===== src/rtl/cbr_pkg.sv =====
package cbr_pkg;

   // Requester state: waiting, forwarding, owning, or draining a stale grant.
   typedef enum logic [1:0] {
      ST_IDLE  = 2'd0,
      ST_PASS  = 2'd1,
      ST_OWN   = 2'd2,
      ST_DRAIN = 2'd3
   } req_state_t;

endpackage


===== src/rtl/cbr_sync.sv =====
module cbr_sync #(
   parameter int STAGES = 2
) (
   input  logic clk,
   input  logic rst_n,
   input  logic d_async,
   output logic q_sync
);

   generate
      if (STAGES < 2) begin : g_bad_depth
         $error("cbr_sync: STAGES must be at least 2");
      end
   endgenerate

   logic [STAGES-1:0] chain_q;

   always_ff @(posedge clk or negedge rst_n) begin
      if (!rst_n) begin
         chain_q <= '0;
      end else begin
         chain_q <= {chain_q[STAGES-2:0], d_async};
      end
   end

   assign q_sync = chain_q[STAGES-1];

endmodule


===== src/rtl/cbr_decider.sv =====
module cbr_decider
   import cbr_pkg::*;
(
   input  logic clk,
   input  logic rst_n,
   input  logic gnt_s,
   input  logic want_s,
   input  logic done,
   output logic pass_o,
   output logic own_o,
   output logic req_o
);

   req_state_t st_q, st_d;

   always_comb begin
      st_d = st_q;
      case (st_q)
         ST_IDLE: begin
            if (gnt_s) begin
               st_d = want_s ? ST_OWN : ST_PASS;
            end
         end
         ST_PASS: begin
            if (!gnt_s) begin
               st_d = ST_IDLE;
            end
         end
         ST_OWN: begin
            if (done) begin
               st_d = gnt_s ? ST_DRAIN : ST_IDLE;
            end
         end
         ST_DRAIN: begin
            if (!gnt_s) begin
               st_d = ST_IDLE;
            end
         end
         default: st_d = ST_IDLE;
      endcase
   end

   always_ff @(posedge clk or negedge rst_n) begin
      if (!rst_n) begin
         st_q <= ST_IDLE;
      end else begin
         st_q <= st_d;
      end
   end

   assign pass_o = (st_q == ST_PASS);
   assign own_o  = (st_q == ST_OWN);
   assign req_o  = want_s && ((st_q == ST_IDLE) || (st_q == ST_PASS));

endmodule


===== src/rtl/cbr_level_drive.sv =====
module cbr_level_drive #(
   parameter int NUM_LEVELS = 4,
   parameter int LEVEL      = 0
) (
   input  logic                  req,
   output logic [NUM_LEVELS-1:0] lines
);

   generate
      if (LEVEL < 0 || LEVEL >= NUM_LEVELS) begin : g_bad_level
         $error("cbr_level_drive: LEVEL out of range");
      end
      for (genvar lv = 0; lv < NUM_LEVELS; lv++) begin : g_line
         if (lv == LEVEL) begin : g_on
            assign lines[lv] = req;
         end else begin : g_off
            assign lines[lv] = 1'b0;
         end
      end
   endgenerate

endmodule


===== src/rtl/chain_bus_requester.sv =====
module chain_bus_requester #(
   parameter int SYNC_STAGES = 2,
   parameter int NUM_LEVELS  = 4,
   parameter int LEVEL       = 0
) (
   input  logic                  clk,
   input  logic                  rst_n,
   input  logic                  mst_want,
   input  logic                  mst_done,
   input  logic                  grant_in,
   output logic [NUM_LEVELS-1:0] bus_req,
   output logic                  grant_out,
   output logic                  bus_busy
);

   generate
      if (NUM_LEVELS < 1) begin : g_bad_levels
         $error("chain_bus_requester: NUM_LEVELS must be positive");
      end
   endgenerate

   logic gnt_s;
   logic want_s;
   logic pass_st;
   logic own_st;
   logic req_act;

   cbr_sync #(.STAGES(SYNC_STAGES)) u_sync_gnt (
      .clk     (clk),
      .rst_n   (rst_n),
      .d_async (grant_in),
      .q_sync  (gnt_s)
   );

   cbr_sync #(.STAGES(SYNC_STAGES)) u_sync_want (
      .clk     (clk),
      .rst_n   (rst_n),
      .d_async (mst_want),
      .q_sync  (want_s)
   );

   cbr_decider u_decide (
      .clk    (clk),
      .rst_n  (rst_n),
      .gnt_s  (gnt_s),
      .want_s (want_s),
      .done   (mst_done),
      .pass_o (pass_st),
      .own_o  (own_st),
      .req_o  (req_act)
   );

   cbr_level_drive #(.NUM_LEVELS(NUM_LEVELS), .LEVEL(LEVEL)) u_lvl (
      .req   (req_act),
      .lines (bus_req)
   );

   // Forwarding is decided from synchronized state but released by the raw grant.
   assign grant_out = pass_st & grant_in;
   assign bus_busy  = own_st;

endmodule


===== config.mk =====
export PLATFORM = sky130hd
export DESIGN_NAME = chain_bus_requester
export DESIGN_NICKNAME = d
export VERILOG_FILES = /design/src/rtl/cbr_pkg.sv /design/src/rtl/cbr_sync.sv /design/src/rtl/cbr_decider.sv /design/src/rtl/cbr_level_drive.sv /design/src/rtl/chain_bus_requester.sv
export SDC_FILE = /design/constraint.sdc
export NUM_CORES = 1
export LEC_CHECK = 0
export BUFFER_PORTS_ARGS = -buffer_cell sky130_fd_sc_hd__buf_2
export CAP_MARGIN = 20
export CORE_AREA = 2 2 39 41
export CTS_CLUSTER_DIAMETER = 120
export DETAILED_ROUTE_END_ITERATION = 16
export DIE_AREA = 0 0 41 43
export HOLD_SLACK_MARGIN = 0.1
export PLACE_DENSITY = 0.48
export SLEW_MARGIN = 30
export SYNTH_ARGS = -nofsm -noshare
export SYNTH_HDL_FRONTEND = slang
export SYNTH_SLANG_ARGS = --single-unit

===== constraint.sdc =====
create_clock -name clk -period 0.8 [get_ports clk]
set_input_delay 0.08 -clock clk [delete_from_list [all_inputs] [get_ports clk]]
set_output_delay 0.08 -clock clk [all_outputs]
set_load 0.005 [all_outputs]

==> reports/qor.csv, run 1 <==
stage;metric;value;unit
worst_setup_path;CP Cell Sequence;nor2b_1 -> buf_2;
logic_synthesis;Syn. warnings;0;
route;Avg WL per Cell;7.47;µm
logic_synthesis;commonest cells in the netlist;dfrtp_1 (6), buf_4 (4), nand2_1 (2), nor2_1 (2), o21ai_0 (2);
global_routing;GR Overflow Total;0;
timing;post-layout minimum cycle time;991;ps
worst_setup_path;R2R Setup Slk;-140;ps
clocking;root buf cell;clkbuf_4;
timing;period utilisation layout;124;%
logic_synthesis;Syn Inst Count;22;
timing;FMAX;1010;MHz
floorplanning;Die ar.;1760;µm²
placement;gp weighted congestion;0.557;
route;drt pass-1 iters;2;
global_routing;busiest grt layer;met1;
final_layout;Area Overhead vs Synth;43.2;%
outcome;status;finished with violations;
logic_synthesis;Synth Area per Inst;10.9;µm²
final_layout;fin util;24.9;%
worst_setup_path;CP startpoint kind;flop;
clocking;CTS tree;yes;
worst_setup_path;max incr delay on CP;410;ps
logic_synthesis;Post-synth EDFFs;0;
clocking;Clock transition at path regs;40;ps
worst_setup_path;crit end category;output port;
logic_synthesis;cell taking the most area after synthesis;dfrtp_1;
timing;final hold violation count;0;
route;antenna-violating nets left;0;
final_layout;Layout Nets;42;
power_and_ir_drop;Worst VDD drop;0.731;mV
worst_setup_path;required time of the worst setup path;720;ps
min_path;Min-Delay Path Class;in -> async;
floorplanning;Die Ht;43;µm
route;Routed WL;381;µm
global_routing;met2 Use GR;5.63;%
timing;RSZ-0062 raised after global routing;yes;
clocking;Num CTS Buffers;3;
clocking;H-Tree Depth;1;
worst_setup_path;worst-path fanout max;4;
final_layout;share of layout cells above drive strength 1;40.0;%
floorplanning;CORE AREA;1380;µm²
route;# DRC;0;
power_and_ir_drop;Static Leak;0.174;nW
final_layout;Fillers;154;
logic_synthesis;Netlist Area Pre-Place;240;µm²
global_routing;Tot GR Track Use;6.20;%
route;Vias;171;
timing;TNS Setup;-700;ps
logic_synthesis;Async SR Flop Fraction;100;%
final_layout;area occupied by registers;150;µm²
outcome;failing checks;setup timing;
placement;PortBufs;7;
logic_synthesis;top cells by area, synth;dfrtp_1 (63%), buf_4 (13%), o21ai_0 (4.2%), nor2b_2 (3.6%), nand2_1 (3.1%);
global_routing;largest net degree at the start of global routing;7;
global_routing;initial antenna violation count;0;
final_layout;Inserted Diodes;0;
timing;Setup-failing EPs final;5;
worst_setup_path;CP arrival;910;ps
logic_synthesis;register area share after synthesis;62.5;%
final_layout;Multi-input gate area;67.6;µm²
logic_synthesis;post-synth top area share;62.5;%
placement;dpl cell area;273;µm²
logic_synthesis;ys flop type;dfrtp_1;
global_routing;vias in the first global route;157;
logic_synthesis;FF+latch count, synth;6;
route;number of DRC markers in iteration 0;2;
timing;Fin Clk Skew;2.36;ps
floorplanning;Initial Util;17.4;%
power_and_ir_drop;pwr dens;2100;nW/µm²
worst_setup_path;CP bufs+invs;1;
logic_synthesis;most frequent cell after synthesis;dfrtp_1;
floorplanning;die width;41;µm
floorplanning;Rows;14;
global_routing;first-pass GRT wire length;614;µm
route;detail-routed via count per cell;3.35;
global_routing;grt met1 use;7.36;%
logic_synthesis;Yosys cell types;11;
run;number of max-cap violations;0;
worst_setup_path;Slowest cell on crit path;dfrtp_1;
clocking;insertion delay to the later sink of the worst-skew pair;240;ps
clocking;CTS max path bufs;2;
clocking;CTS sink count;6;
worst_setup_path;family with the most delay on the worst path;flip-flops;
timing;Max Transition Viols Final;0;
worst_setup_path;Crit Path Category;reg -> out;
floorplanning;I/O pin cnt;11;
final_layout;post-route cell area;344;µm²
global_routing;GR Layer Usage met3;6.28;%
timing;final worst slack;-191;ps
path summary, 6_finish.rpt:
path,cells after the start,from,to
max in group asynchronous,2,rst_n,u_sync_want.chain_q[0]$_DFF_PN0_
worst max register to register,4,u_decide.st_q[1]$_DFFE_PN0P_,u_decide.st_q[0]$_DFFE_PN0P_
worst min register to register,0,u_sync_gnt.chain_q[0]$_DFF_PN0_,u_sync_gnt.chain_q[1]$_DFF_PN0_
worst max-delay path,2,u_decide.st_q[1]$_DFFE_PN0P_,bus_busy
min in group clk,4,mst_done,u_decide.st_q[1]$_DFFE_PN0P_
worst min-delay path,2,rst_n,u_decide.st_q[0]$_DFFE_PN0P_
final cells by class:
class | count | area share (%)
clock buffers | 3 | 6.55
inverters | 1 | 1.09
multi-input cells | 13 | 19.6
flip-flops and latches | 6 | 43.6
well taps | 16 | 5.82
repair buffers | 12 | 23.3
sequential cells by signal, indices dropped and copies added (netlist names):
register	cells
u_decide.st_q	2
u_sync_gnt.chain_q	2
u_sync_want.chain_q	2
power by group:
| group | internal [mW] | switching [mW] |
|---|---|---|
| Clock | 0.169 | 0.100 |
| Combinational | 0.0632 | 0.0430 |
| Sequential | 0.328 | 0.0196 |
worst register-to-register path: stages (launching register included):
cell and delay [ps]:
dfrtp_1 410, nor2b_2 130, buf_4 110, a21oi_2 20, o21a_1 160
stage by stage:
step	power (mW)	setup slack, ps	std cells	hold slack, ps
6_report	0.723	-191	51	179
5_1_grt	0.787	-254	51	174
4_1_cts	0.735	-189	51	175
3_5_place_dp	0.422	-70.4	43	-93.8
3_3_place_gp	0.422	-69.5	43	-91.8
2_1_floorplan	0.402	-28.0	24	-216
kinds of logic (layout without fill, tap and decap cells):
kind of cell	count (synthesis)	after routing	synth area share, %
other	1	3	1.56
buffers and inverters	5	16	14.1
AND/OR/NAND/NOR	6	6	12.5
flip-flops	6	6	62.5
AO/OA/AOI/OAI	4	4	9.37
per-layer routing:
layer	wire, µm	share of wire (%)
met1	187	49
met2	139	36
met3	54	14
met4	0	0
met5	0	0
repair_timing:
item | in CTS | in global routing
pin swaps | 1 | 0
gates cloned | 0 | 0
setup buffers | 2 | 0
resized for setup | 0 | 2
endpoints found under the setup margin | 5 | 5
hold buffers | 3 | 0
hold endpoints to repair | 8 | 0
placed cells by master (no fill, tap or decap):
cell type	instances
a21oi_2	1
buf_2	7
buf_4	2
clkbuf_4	3
conb_1	3
dfrtp_1	6
dlygate4sd3_1	3
inv_1	1
nand2_1	2
nor2_1	2
nor2b_1	1
nor2b_2	1
o21a_1	1
o21ai_0	1
o21ai_1	1
Power figures use the tool's default switching activity.
==> run 2: changes to the inputs <==
Settings changed: RECOVER_POWER set to 50.
==> reports/qor.csv, run 2 (synthesis results as in run 1) <==
stage;metric;value;unit;change
outcome;status;finished with violations;;unchanged
outcome;failing checks;setup timing;;unchanged
min_path;Hold Crit Depth;4;;
worst_setup_path;CP startpoint kind;flop;;unchanged
timing;RSZ-0062 raised after global routing;yes;;unchanged
final_layout;share of layout cells above drive strength 1;37.1;%;was 40.0%
global_routing;Tot GR Track Use;6.20;%;unchanged
timing;final hold violation count;0;;unchanged
clocking;root buf cell;clkbuf_4;;unchanged
timing;period utilisation layout;124;%;about the same
clocking;insertion delay to the later sink of the worst-skew pair;240;ps;about the same
final_layout;Area Overhead vs Synth;42.7;%;was 43.2%
placement;PortBufs;7;;unchanged
min_path;Worst Hold End;u_decide.st_q[1]$_DFFE_PN0P_;;
floorplanning;I/O pin cnt;11;;unchanged
global_routing;vias in the first global route;157;;unchanged
route;Vias;171;;unchanged
route;# DRC;0;;unchanged
timing;WHS;194;ps;was 179 ps
worst_setup_path;Register-to-Register Path Depth;4;;unchanged
worst_setup_path;Crit Path Category;reg -> out;;unchanged
clocking;CTS max path bufs;2;;unchanged
route;number of DRC markers in iteration 0;2;;unchanged
global_routing;largest net degree at the start of global routing;7;;unchanged
final_layout;Fillers;152;;was 154
floorplanning;Die Ht;43;µm;unchanged
timing;Max Transition Viols Final;0;;unchanged
placement;DP Cell Count;43;;unchanged
clocking;CTS tree;yes;;unchanged
power_and_ir_drop;pwr dens;2110;nW/µm²;was 2100 nW/µm²
route;drt pass-1 iters;2;;unchanged
route;antenna-violating nets left;0;;unchanged
final_layout;commonest non-fill, non-tap cells in the layout;buf_2 (6), dfrtp_1 (6), conb_1 (3), clkbuf_4 (3), dlygate4sd3_1 (3);;was buf_2 (7), dfrtp_1 (6), conb_1 (3), clkbuf_4 (3), dlygate4sd3_1 (3)
clocking;CTS sink count;6;;unchanged
final_layout;top flop regs;u_decide.st_q x2, u_sync_gnt.chain_q x2, u_sync_want.chain_q x2;;unchanged
min_path;Min-Delay Path Class;in -> reg;;was in -> async
placement;gp weighted congestion;0.557;;unchanged
floorplanning;CORE AREA;1380;µm²;unchanged
final_layout;post-route cell area;343;µm²;was 344 µm²
worst_setup_path;crit end category;output port;;unchanged
worst_setup_path;R2R Path End;u_decide.st_q[0]$_DFFE_PN0P_;;unchanged
global_routing;first-pass GRT wire length;614;µm;unchanged
final_layout;post-route insts no fill;51;;unchanged
worst_setup_path;CP arrival;910;ps;about the same
floorplanning;die width;41;µm;unchanged
worst_setup_path;R2R Setup Slk;-140;ps;about the same
route;detail-routed via count per cell;3.35;;unchanged
floorplanning;Rows;14;;unchanged
timing;FMAX;1010;MHz;about the same
timing;final worst slack;-191;ps;about the same
final_layout;Inserted Diodes;0;;unchanged
clocking;H-Tree Depth;1;;unchanged
floorplanning;Die ar.;1760;µm²;unchanged
timing;post-layout minimum cycle time;991;ps;about the same
run;number of max-cap violations;0;;unchanged
clocking;Num CTS Buffers;3;;unchanged
power_and_ir_drop;Worst VDD drop;0.731;mV;about the same
floorplanning;Initial Util;17.4;%;unchanged
timing;TNS Setup;-700;ps;about the same
final_layout;fin util;24.8;%;was 24.9%
placement;Setup WS pre-CTS;-70.4;ps;unchanged
final_layout;Layout Nets;42;;unchanged
placement;dpl cell area;273;µm²;unchanged
timing;Fin Clk Skew;2.37;ps;was 2.36 ps
worst_setup_path;required time of the worst setup path;720;ps;about the same
clocking;Clock transition at path regs;40;ps;about the same
global_routing;initial antenna violation count;0;;unchanged
power_and_ir_drop;Static Leak;0.171;nW;was 0.174 nW
worst_setup_path;Critical R2R Launch;u_decide.st_q[1]$_DFFE_PN0P_;;unchanged
worst_setup_path;worst-path fanout max;4;;unchanged
route;Avg WL per Cell;7.49;µm;was 7.47 µm
min_path;Worst Hold Launch;mst_done;;
power_and_ir_drop;Tot Pwr;0.723;mW;about the same
global_routing;GR Overflow Total;0;;unchanged
route;Routed WL;382;µm;was 381 µm
timing;Setup-failing EPs final;5;;unchanged
==> run 2: metal layers <==
| layer | vias up | GRT usage (%) | routed length, µm |
|---|---|---|---|
| li1 | 88 | - | - |
| met1 | 71 | 7.36 | 188 |
| met2 | 12 | 5.63 | 139 |
| met3 | 0 | 6.28 | 54 |
| met4 | 0 | 6.00 | 0 |
| met5 | - | 0 | 0 |
==> run 2: how the worst max path moves through the flow <==
| stage | to | start | slack (ps) | cells after the start |
|---|---|---|---|---|
| 2_1_floorplan | u_decide.st_q[0]$_DFFE_PN0P_ | u_decide.st_q[1]$_DFFE_PN0P_ | -30 | 3 |
| 3_3_place_gp | u_decide.st_q[0]$_DFFE_PN0P_ | u_decide.st_q[1]$_DFFE_PN0P_ | -70 | 3 |
| 3_5_place_dp | u_decide.st_q[0]$_DFFE_PN0P_ | u_decide.st_q[1]$_DFFE_PN0P_ | -70 | 3 |
| 4_1_cts | bus_busy | u_decide.st_q[1]$_DFFE_PN0P_ | -190 | 2 |
| 5_1_grt | bus_req[0] | u_decide.st_q[1]$_DFFE_PN0P_ | -250 | 2 |
| 6_report | bus_busy | u_decide.st_q[1]$_DFFE_PN0P_ | -190 | 2 |
==> run 2: final cells by class <==
| type | count | area [µm²] | area share, % |
|---|---|---|---|
| sequential | 6 | 150 | 43.8 |
| timing repair buffer | 12 | 78.8 | 23.0 |
| multi-input combinational | 13 | 67.6 | 19.7 |
| clock buffer | 3 | 22.5 | 6.57 |
| tap | 16 | 20.0 | 5.84 |
| inverter | 1 | 3.75 | 1.09 |
==> run 2: repair_timing <==
item	4_1_cts	5_1_grt
endpoints found under the hold margin	8	0
resized for setup	0	2
buffers inserted	2	0
endpoints found under the setup margin	5	5
hold buffers	3	0
pin swaps	1	0
==> run 2: power by group <==
part	internal (mW)	total [mW]	switching, mW
Clock	0.169	0.269	0.100
Sequential	0.328	0.348	0.0196
Combinational	0.0625	0.106	0.0431
Total	0.560	0.723	0.163
==> run 2: critical path: stages, from the launching register on <==
cell,delay [ps]
dfrtp_1,410
nor2b_1,140
buf_2,120
